File: config.mk
export PLATFORM = sky130hd
export DESIGN_NAME = spi_reg_seq
export DESIGN_NICKNAME = d
export VERILOG_FILES = /design/src/rtl/spi_reg_pkg.sv /design/src/rtl/spi_byte_shifter.sv /design/src/rtl/spi_frame_build.sv /design/src/rtl/spi_seq_ctrl.sv /design/src/rtl/spi_reg_seq.sv
export SDC_FILE = /design/constraint.sdc
export NUM_CORES = 1
export LEC_CHECK = 0
export CAP_MARGIN = 10
export CORE_MARGIN = 10
export CORE_UTILIZATION = 55
export CTS_CLUSTER_SIZE = 24
export DETAILED_ROUTE_END_ITERATION = 8
export PLACE_DENSITY = 0.85
export SLEW_MARGIN = 40
export SYNTH_ARGS = -nofsm -noshare
export SYNTH_HDL_FRONTEND = slang
export SYNTH_SLANG_ARGS = --single-unit
File: constraint.sdc
create_clock -name clk -period 1.8 [get_ports clk]
set_input_delay 0.18 -clock clk [delete_from_list [all_inputs] [get_ports clk]]
set_output_delay 0.18 -clock clk [all_outputs]
set_load 0.02 [all_outputs]
File: src/rtl/spi_reg_pkg.sv
package spi_reg_pkg;
  localparam int BYTE_W = 8;
  localparam int ADDR_W = BYTE_W - 1;
  localparam logic [BYTE_W-1:0] FILL_BYTE = '1;

  typedef enum logic [2:0] {
    SQ_IDLE,
    SQ_SETUP,
    SQ_FIRST,
    SQ_SECOND,
    SQ_HOLD,
    SQ_GAP
  } sq_state_e;
endpackage

File: src/rtl/spi_byte_shifter.sv
module spi_byte_shifter
  import spi_reg_pkg::*;
#(
  parameter int HALF_DIV = 4
) (
  input  logic              clk,
  input  logic              rst_n,
  input  logic              start,
  input  logic              clr,
  input  logic [BYTE_W-1:0] tx_byte,
  input  logic              miso,
  output logic              sclk,
  output logic              mosi,
  output logic              xfer_flag,
  output logic [BYTE_W-1:0] rx_byte
);
  localparam int HCW = (HALF_DIV > 1) ? $clog2(HALF_DIV) : 1;
  localparam int BCW = $clog2(BYTE_W);
  localparam logic [HCW-1:0] HC_LAST = HCW'(HALF_DIV - 1);
  localparam logic [BCW-1:0] BC_LAST = BCW'(BYTE_W - 1);

  logic              busy;
  logic [HCW-1:0]    hcnt;
  logic [BCW-1:0]    bcnt;
  logic [BYTE_W-1:0] sh;

  // Output bit sits at the shift MSB; it only moves on a falling edge.
  assign mosi = busy & sh[BYTE_W-1];

  always_ff @(posedge clk) begin
    if (!rst_n) begin
      busy      <= 1'b0;
      hcnt      <= '0;
      bcnt      <= '0;
      sh        <= '0;
      rx_byte   <= '0;
      sclk      <= 1'b0;
      xfer_flag <= 1'b0;
    end else begin
      if (clr) xfer_flag <= 1'b0;
      if (start && !busy) begin
        sh        <= tx_byte;
        busy      <= 1'b1;
        hcnt      <= '0;
        bcnt      <= '0;
        sclk      <= 1'b0;
        xfer_flag <= 1'b0;
      end else if (busy) begin
        if (hcnt == HC_LAST) begin
          hcnt <= '0;
          if (!sclk) begin
            sclk    <= 1'b1;
            rx_byte <= {rx_byte[BYTE_W-2:0], miso};
          end else begin
            sclk <= 1'b0;
            if (bcnt == BC_LAST) begin
              busy      <= 1'b0;
              xfer_flag <= 1'b1;
            end else begin
              bcnt <= bcnt + 1'b1;
              sh   <= {sh[BYTE_W-2:0], 1'b0};
            end
          end
        end else begin
          hcnt <= hcnt + 1'b1;
        end
      end
    end
  end
endmodule

File: src/rtl/spi_frame_build.sv
module spi_frame_build
  import spi_reg_pkg::*;
(
  input  logic              is_write,
  input  logic [ADDR_W-1:0] addr,
  input  logic [BYTE_W-1:0] wdata,
  input  logic              second,
  output logic [BYTE_W-1:0] out_byte
);
  always_comb begin
    if (!second)       out_byte = {is_write, addr};
    else if (is_write) out_byte = wdata;
    else               out_byte = FILL_BYTE;
  end
endmodule

File: src/rtl/spi_seq_ctrl.sv
module spi_seq_ctrl
  import spi_reg_pkg::*;
#(
  parameter int SETUP_CYC = 50,
  parameter int HOLD_CYC  = 4,
  parameter int GAP_CYC   = 8
) (
  input  logic              clk,
  input  logic              rst_n,
  input  logic              req_valid,
  input  logic              req_write,
  input  logic [ADDR_W-1:0] req_addr,
  input  logic [BYTE_W-1:0] req_wdata,
  output logic              req_ready,
  input  logic              xfer_flag,
  input  logic [BYTE_W-1:0] rx_byte,
  output logic              sh_start,
  output logic              sh_clr,
  output logic              second,
  output logic              lat_write,
  output logic [ADDR_W-1:0] lat_addr,
  output logic [BYTE_W-1:0] lat_wdata,
  output logic              cs_n,
  output logic              done,
  output logic [BYTE_W-1:0] rdata
);
  localparam int MAX_SH = (SETUP_CYC > HOLD_CYC) ? SETUP_CYC : HOLD_CYC;
  localparam int MAX_D  = (MAX_SH > GAP_CYC) ? MAX_SH : GAP_CYC;
  localparam int CW     = $clog2(MAX_D + 1);
  localparam logic [CW-1:0] SETUP_LAST = CW'(SETUP_CYC - 1);
  localparam logic [CW-1:0] HOLD_LAST  = CW'(HOLD_CYC - 1);
  localparam logic [CW-1:0] GAP_LAST   = CW'(GAP_CYC - 1);

  sq_state_e st;
  logic [CW-1:0] dcnt;

  assign req_ready = (st == SQ_IDLE);
  assign second    = (st == SQ_FIRST);
  assign sh_start  = ((st == SQ_SETUP) && (dcnt == SETUP_LAST)) ||
                     ((st == SQ_FIRST) && xfer_flag);
  assign sh_clr    = ((st == SQ_FIRST) || (st == SQ_SECOND)) && xfer_flag;

  always_ff @(posedge clk) begin
    if (!rst_n) begin
      st        <= SQ_IDLE;
      dcnt      <= '0;
      cs_n      <= 1'b1;
      done      <= 1'b0;
      rdata     <= '0;
      lat_write <= 1'b0;
      lat_addr  <= '0;
      lat_wdata <= '0;
    end else begin
      done <= 1'b0;
      unique case (st)
        SQ_IDLE: begin
          if (req_valid) begin
            lat_write <= req_write;
            lat_addr  <= req_addr;
            lat_wdata <= req_wdata;
            cs_n      <= 1'b0;
            dcnt      <= '0;
            st        <= SQ_SETUP;
          end
        end
        SQ_SETUP: begin
          if (dcnt == SETUP_LAST) st <= SQ_FIRST;
          else                    dcnt <= dcnt + 1'b1;
        end
        SQ_FIRST: begin
          if (xfer_flag) st <= SQ_SECOND;
        end
        SQ_SECOND: begin
          if (xfer_flag) begin
            if (!lat_write) rdata <= rx_byte;
            dcnt <= '0;
            st   <= SQ_HOLD;
          end
        end
        SQ_HOLD: begin
          if (dcnt == HOLD_LAST) begin
            cs_n <= 1'b1;
            done <= 1'b1;
            dcnt <= '0;
            st   <= SQ_GAP;
          end else begin
            dcnt <= dcnt + 1'b1;
          end
        end
        SQ_GAP: begin
          if (dcnt == GAP_LAST) st <= SQ_IDLE;
          else                  dcnt <= dcnt + 1'b1;
        end
        default: st <= SQ_IDLE;
      endcase
    end
  end
endmodule

File: src/rtl/spi_reg_seq.sv
module spi_reg_seq
  import spi_reg_pkg::*;
#(
  parameter int HALF_DIV  = 4,
  parameter int SETUP_CYC = 50,
  parameter int HOLD_CYC  = 4
) (
  input  logic              clk,
  input  logic              rst_n,
  input  logic              req_valid,
  output logic              req_ready,
  input  logic              req_write,
  input  logic [ADDR_W-1:0] req_addr,
  input  logic [BYTE_W-1:0] req_wdata,
  output logic              done,
  output logic [BYTE_W-1:0] rdata,
  output logic              spi_cs_n,
  output logic              spi_sclk,
  output logic              spi_mosi,
  input  logic              spi_miso
);
  localparam int GAP_CYC = 2 * HALF_DIV;

  logic              sh_start, sh_clr, xfer_flag, second, lat_write;
  logic [ADDR_W-1:0] lat_addr;
  logic [BYTE_W-1:0] lat_wdata, tx_byte, rx_byte;

  spi_seq_ctrl #(
    .SETUP_CYC(SETUP_CYC),
    .HOLD_CYC (HOLD_CYC),
    .GAP_CYC  (GAP_CYC)
  ) u_ctrl (
    .clk      (clk),
    .rst_n    (rst_n),
    .req_valid(req_valid),
    .req_write(req_write),
    .req_addr (req_addr),
    .req_wdata(req_wdata),
    .req_ready(req_ready),
    .xfer_flag(xfer_flag),
    .rx_byte  (rx_byte),
    .sh_start (sh_start),
    .sh_clr   (sh_clr),
    .second   (second),
    .lat_write(lat_write),
    .lat_addr (lat_addr),
    .lat_wdata(lat_wdata),
    .cs_n     (spi_cs_n),
    .done     (done),
    .rdata    (rdata)
  );

  spi_frame_build u_build (
    .is_write(lat_write),
    .addr    (lat_addr),
    .wdata   (lat_wdata),
    .second  (second),
    .out_byte(tx_byte)
  );

  spi_byte_shifter #(.HALF_DIV(HALF_DIV)) u_shift (
    .clk      (clk),
    .rst_n    (rst_n),
    .start    (sh_start),
    .clr      (sh_clr),
    .tx_byte  (tx_byte),
    .miso     (spi_miso),
    .sclk     (spi_sclk),
    .mosi     (spi_mosi),
    .xfer_flag(xfer_flag),
    .rx_byte  (rx_byte)
  );
endmodule

==> flow_summary.toml, run 1 <==
[synthesis]
synth.area.top_cells = "dfxtp_1 42%, mux2i_1 8.8%, nand2_1 7.5%"
synthDistinctLibCells = 52
netlist_area_um2 = 2840
synth_cells = 307
syn-num-nets = 332
yosysSeqAreaShare = 0.416
yosysTopAreaCell = "dfxtp_1"
synth_top_area_frac = 0.416
synth_seq_cells = 59
yosysWarnings = 0
yosys_most_used_dff = "dfxtp_1"
async_reset_ff_frac = 0
synth_edf_count = 0
avgSynthCellArea_um2 = 9.24

[critical_path]
crit_path_max_fanout = 8
crit_buf_inv = 3
cp_slowest_stage_delay_ns = 0.37
cpMaxStageDelayCell = "dfxtp_4"
worstPathArrival_ns = 1.96
crit_family = "simple AND/OR/NAND/NOR gates"
path_cells = "inv_2 > ha_2 > and4bb_2 > a32oi_2 > buf_4 > nor3_2 > buf_4 > nand2_1 > and3_1"
path_common_cell = "buf_4"
endpoint_kind = "register"
crit_type = "reg2reg"
critPathRequiredTime_ns = 2.03
cp-start-kind = "register"
r2r_slack_ns = 0.07

[timing]
hold_viol_final = 0
fin_crit_sh = 0.962
worst_pin_slew_ns = 0.575
max_freq_mhz = 578
fin_tns_setup_ns = 0
slew_headroom = 0.616
post-route-min-period_ns = 1.73
slew_violations = 0
skew_ns = 0.0109
rsz0062_at_grt = "true"
setup_viol = 0

[detailed_routing]
drc_errors = 0
wl_per_cell_um = 14.1
firstDrtPassIters = 4
vias_per_cell = 5.32
drt-total-wl_mm = 5.98
drt-initial-drc-count = 112
postRouteAntennaNets = 0
dr_total_vias = 2261

[floorplan]
floorplan.rows = 26
start_util = 0.563
fp.dieArea_um2 = 8430
fp.dieH_um = 91.8
die_w_um = 91.8
core-area_um2 = 5040
io-pin-count = 33

[grt]
grt_start_max_net_pins = 19
antenna_found_initial = 0
grt_overflow = 0
grt_pass1_wl_mm = 10.1
grtUsageTotal = 0.145
grt_pass1_vias = 2249

[finish]
finalNetCount = 375
syn_to_final_growth_pct = 24.5
nFillCells = 390
n_antenna_cell = 0
utilization = 0.700
drive_gt1_frac = 0.175

[hold_path]
hold_path.class = "in2reg"

[run]
maxCapViolCount = 0

[pwr]
ir_drop_v = 0.000479
leakage_nw = 1.46
power_density_nw_per_um2 = 807

[clock_network]
numCtsBuffers = 9
cts_max_path_buffers = 2
cts_tree = "yes"
clk_pin_slew_ns = 0.08
cts.sink_count = 59
cts_htree_levels = 3
cts_root_buf = "clkbuf_8"
clk_latency_ns = 0.34

[placed_design]
place_congestion = 0.811
place_hpwl_mm = 4.23
portBuffers = 32

[run_status]
status = "complete, no violations"
-- where the power goes --
group	internal, mW	switching [mW]	total (mW)
registers	1.34	0.0280	1.37
clock network	0.673	0.551	1.22
logic	0.132	0.126	0.258
total	2.14	0.705	2.85
-- per-layer routing --
layer	routed length, um	vias up	GRT usage
met4	159	0	0.0887
li1	-	1142	-
met1	2640	1061	0.165
met2	2940	45	0.238
met3	251	13	0.0416
met5	0	-	0
-- worst register-to-register path: stages, from the launching register on --
cell	delay [ns]
dfxtp_4	0.37
inv_2	0.07
ha_2	0.18
and4bb_2	0.27
a32oi_2	0.08
buf_4	0.17
nor3_2	0.10
buf_4	0.17
nand2_1	0.06
and3_1	0.17
-- registers in the layout, summed over array words and instances, names as in the netlist --
name,flops
u_ctrl.dcnt,6
u_shift.sclk,1
u_ctrl.rdata,8
u_shift.rx_byte,8
u_shift.busy,1
u_ctrl.lat_wdata,8
u_shift.hcnt,2
u_shift.xfer_flag,1
u_shift.sh,8
u_ctrl.lat_write,1
u_ctrl.done,1
u_ctrl.cs_n,1
u_ctrl.lat_addr,7
u_ctrl.st,3
u_shift.bcnt,3
-- stage by stage --
step	hold WS, ns	instances	total power, mW	cell area, um2	setup WS (ns)
after floorplan	0.325	307	1.55	2840	0.00750
final	0.399	425	2.85	3530	0.0692
after global placement	0.445	408	1.63	3260	0.0769
after CTS	0.387	424	2.85	3480	0.0247
after global routing	0.391	425	2.96	3530	-0.0443
after detailed placement	0.451	408	1.64	3260	-0.0339
-- final timing paths --
check / from / end / depth (start not counted)
setup reg to reg: u_ctrl.dcnt[1] / u_shift.sh[7] / 9
hold reg to reg: u_ctrl.lat_wdata[7] / u_ctrl.lat_wdata[7] / 2
hold / removal: req_wdata[1] / u_ctrl.lat_wdata[1] / 3
setup / recovery: u_ctrl.dcnt[1] / u_shift.sh[7] / 9
-- layout make-up --
cell class | count | area (um2) | share of cell area
well taps | 70 | 87.6 | 0.0248
inverters | 6 | 22.5 | 0.00638
clock buffers | 10 | 138 | 0.0390
multi-input cells | 223 | 1570 | 0.444
clock inverters | 6 | 65.1 | 0.0184
flip-flops and latches | 59 | 1190 | 0.337
repair buffers | 51 | 462 | 0.131
-- logic make-up (layout without fill, tap and decap cells) --
kind of cell	count (synthesis)	count (layout)	share of synthesized area
compound gates	56	56	0.144
xor+xnor	5	5	0.0154
fa+ha+maj	5	5	0.0220
buf+inv	25	73	0.0516
flops	59	59	0.416
mux	25	25	0.0882
simple gates	132	132	0.262
-- cells in the mapped netlist, types with 2 or more instances --
| library cell | count |
|---|---|
| nand3_1 | 5 |
| ha_1 | 5 |
| or3_1 | 3 |
| a21oi_1 | 4 |
| buf_2 | 4 |
| o21ai_0 | 17 |
| nor2b_1 | 19 |
| xor2_1 | 5 |
| nor3_1 | 2 |
| clkbuf_8 | 2 |
| dfxtp_1 | 59 |
| buf_6 | 3 |
| inv_1 | 5 |
| mux2i_1 | 25 |
| nor2_8 | 2 |
| nor3b_1 | 3 |
| a21boi_0 | 17 |
| o31ai_1 | 3 |
| nor2_1 | 9 |
| a31oi_1 | 2 |
| nand3b_1 | 9 |
| clkbuf_1 | 8 |
| and2_1 | 2 |
| o21bai_1 | 2 |
| nand2_1 | 57 |
| and3_1 | 9 |
-- repair_timing --
item,in CTS,in global routing
hold buffers,0,0
pin swaps,1,4
resized for setup,6,13
setup endpoints to repair,9,20
buffers inserted,0,1
-- cells in the final DEF (no fill, tap or decap), types with 3 or more instances in the layout --
master	netlist	routed
nor2b_1	19	19
clkinvlp_4	0	4
o21ai_0	17	16
nor2_1	9	9
a21boi_0	17	17
o31ai_1	3	3
ha_1	5	3
inv_1	5	4
nand3b_1	9	9
and3_1	9	9
clkdlybuf4s50_1	0	31
clkbuf_8	2	10
dfxtp_1	59	56
nand2_1	57	56
xor2_1	5	5
nand3_1	5	5
or3_4	1	3
mux2i_1	25	25
buf_4	1	19
a21oi_1	4	4
(Power assumes the default switching activity.)
==> run 2: changes to the inputs <==
- SLEW_MARGIN: 40 -> default
==> results of run 2 <==
No change in the layout: final DEF, timing and power equal those of run 1.
==> run 3: changes to the inputs <==
- CORE_UTILIZATION: 55 -> 50
- PLACE_DENSITY: 0.85 -> 0.78
- RECOVER_POWER: default -> 100
==> flow_summary.toml, run 3 (synthesized netlist as in run 1, its figures left out) <==
[pwr]
p_sw_mw = 0.653
power_frac_comb = 0.087
leakage_nw = 1.48
intPower_mw = 2.17
p_seq_frac = 0.485
p_sw_frac = 0.231
ir_drop_v = 0.000521
power_density_nw_per_um2 = 805
clkPwrFrac = 0.428

[timing]
post-route-min-period_ns = 1.72
worst_pin_slew_ns = 0.586
fin_crit_sh = 0.958
setup_viol = 0
skew_ns = 0.00524
slew_violations = 0
max_freq_mhz = 580
slew_headroom = 0.609
setup_slack_ns = 0.0758
hold_viol_final = 0

[finish]
layout_common_cells = "56 x nand2_1, 56 x dfxtp_1, 25 x mux2i_1, 20 x clkdlybuf4s50_1, 20 x buf_4"
finalNetCount = 377
nFillCells = 474
drive_gt1_frac = 0.149
n_antenna_cell = 0
fin_cells = 428
syn_to_final_growth_pct = 23.6
utilization = 0.637

[placed_design]
portBuffers = 32
pre_cts_ws_ns = -0.0692
dp_cells = 411
place_hpwl_mm = 4.09
place_congestion = 0.786

[hold_path]
hold_end = "u_ctrl.lat_wdata[3]"
holdPathStages = 3
hold_path.class = "in2reg"
hp-start = "req_wdata[3]"

[clock_network]
cts.sink_count = 59
cts-hold-fix-buffers = 0
clk_pin_slew_ns = 0.06
numCtsBuffers = 9
cts_htree_levels = 3
cts_tree = "yes"
cts_root_buf = "clkbuf_8"
clk_latency_ns = 0.33
cts_max_path_buffers = 2

[floorplan]
io-pin-count = 33
floorplan.rows = 27
fp.dieArea_um2 = 9090
core-area_um2 = 5510
die_w_um = 95.3
fp.dieH_um = 95.3
start_util = 0.515

[detailed_routing]
drt-initial-drc-count = 125
vias_per_cell = 5.24
firstDrtPassIters = 4
drt-total-wl_mm = 5.71
postRouteAntennaNets = 0
dr_total_vias = 2243
wl_per_cell_um = 13.4
drc_errors = 0

[critical_path]
cp_slowest_stage_delay_ns = 0.38
r2r_slack_ns = 0.08
r2r_cells = 7
endpoint_kind = "register"
crit_type = "reg2reg"
cp-start-kind = "register"
worstPathArrival_ns = 1.99
r2r-end = "u_ctrl.dcnt[3]"
r2r-start = "u_ctrl.dcnt[1]"
crit_path_max_fanout = 7
critPathRequiredTime_ns = 2.07
cpMaxStageDelayCell = "or3_1"
path_cells = "inv_1 > ha_1 > nor3b_1 > a32oi_2 > o32ai_4 > or3_1 > a21oi_2"

[grt]
grt_start_max_net_pins = 18
grt_pass1_vias = 2130
grtUsageTotal = 0.133
antenna_found_initial = 0
grt_pass1_wl_mm = 9.76
top_usage_layer = "met2"
grtUsageMet1 = 0.169
globalRouteMet3Util = 0.0236
gr-usage-met2 = 0.203
grt_overflow = 0

[run_status]
status = "complete, no violations"

[run]
maxCapViolCount = 0
[run 3: metrics by stage]
| step | power, mW | cell area (um2) | hold WS (ns) | TNS [ns] |
|---|---|---|---|---|
| 2_1_floorplan | 1.55 | 2840 | 0.325 | 0 |
| 3_3_place_gp | 1.63 | 3270 | 0.446 | 0 |
| 3_5_place_dp | 1.64 | 3270 | 0.454 | -0.660 |
| 4_1_cts | 2.85 | 3490 | 0.390 | 0 |
| 5_1_grt | 2.93 | 3510 | 0.410 | -0.00393 |
| 6_report | 2.82 | 3510 | 0.398 | 0 |
[run 3: worst max-delay path, delay by kind of cell (launching register included)]
kind | cells | cell delay, ns
AO/OA/AOI/OAI | 3 | 0.51
AND/OR/NAND/NOR | 2 | 0.53
flip-flops | 1 | 0.36
adder cells (fa/ha/maj) | 1 | 0.19
buffers and inverters | 1 | 0.06
[run 3: cell type report]
type / instances / area, um2 / area share
multi-input cells: 223 / 1540 / 0.440
clock buffers: 13 / 159 / 0.0453
well taps: 72 / 90.1 / 0.0257
inverters: 6 / 22.5 / 0.00642
clock inverters: 2 / 35.0 / 0.00999
repair buffers: 53 / 473 / 0.135
flip-flops and latches: 59 / 1180 / 0.338
[run 3: how the worst max path moves through the flow]
stage                        start        endpoint  slack [ns]
floorplan             u_ctrl.st[0]     u_ctrl.cs_n       0.008
global placement    u_ctrl.dcnt[0]  u_ctrl.dcnt[1]        0.02
detailed placement  u_ctrl.dcnt[0]  u_ctrl.dcnt[1]       -0.07
CTS                 u_ctrl.dcnt[1]  u_ctrl.dcnt[1]       0.002
global route        u_ctrl.dcnt[1]  u_ctrl.dcnt[3]      -0.004
finish              u_ctrl.dcnt[1]  u_ctrl.dcnt[3]        0.08
[run 3: power groups by stage]
stage                     clock, mW  combinational, mW  sequential (mW)
final                          1.21              0.246             1.37
after global routing           1.28              0.272             1.37
after CTS                      1.24              0.246             1.37
after detailed placement          0              0.244             1.40
after global placement            0              0.240             1.39
after floorplan                   0              0.157             1.39
[run 3: routing by layer]
metal,up-vias,part of all wire
li1,1149,-
met1,1042,0.47
met2,45,0.47
met3,7,0.043
met4,0,0.018
met5,-,0
[run 3: what timing repair did]
| action | 4_1_cts | 5_1_grt |
|---|---|---|
| pin swaps | 1 | 3 |
| cloned | 0 | 0 |
| setup buffers | 1 | 1 |
| endpoints found under the setup margin | 16 | 10 |
| gates resized for setup | 8 | 3 |
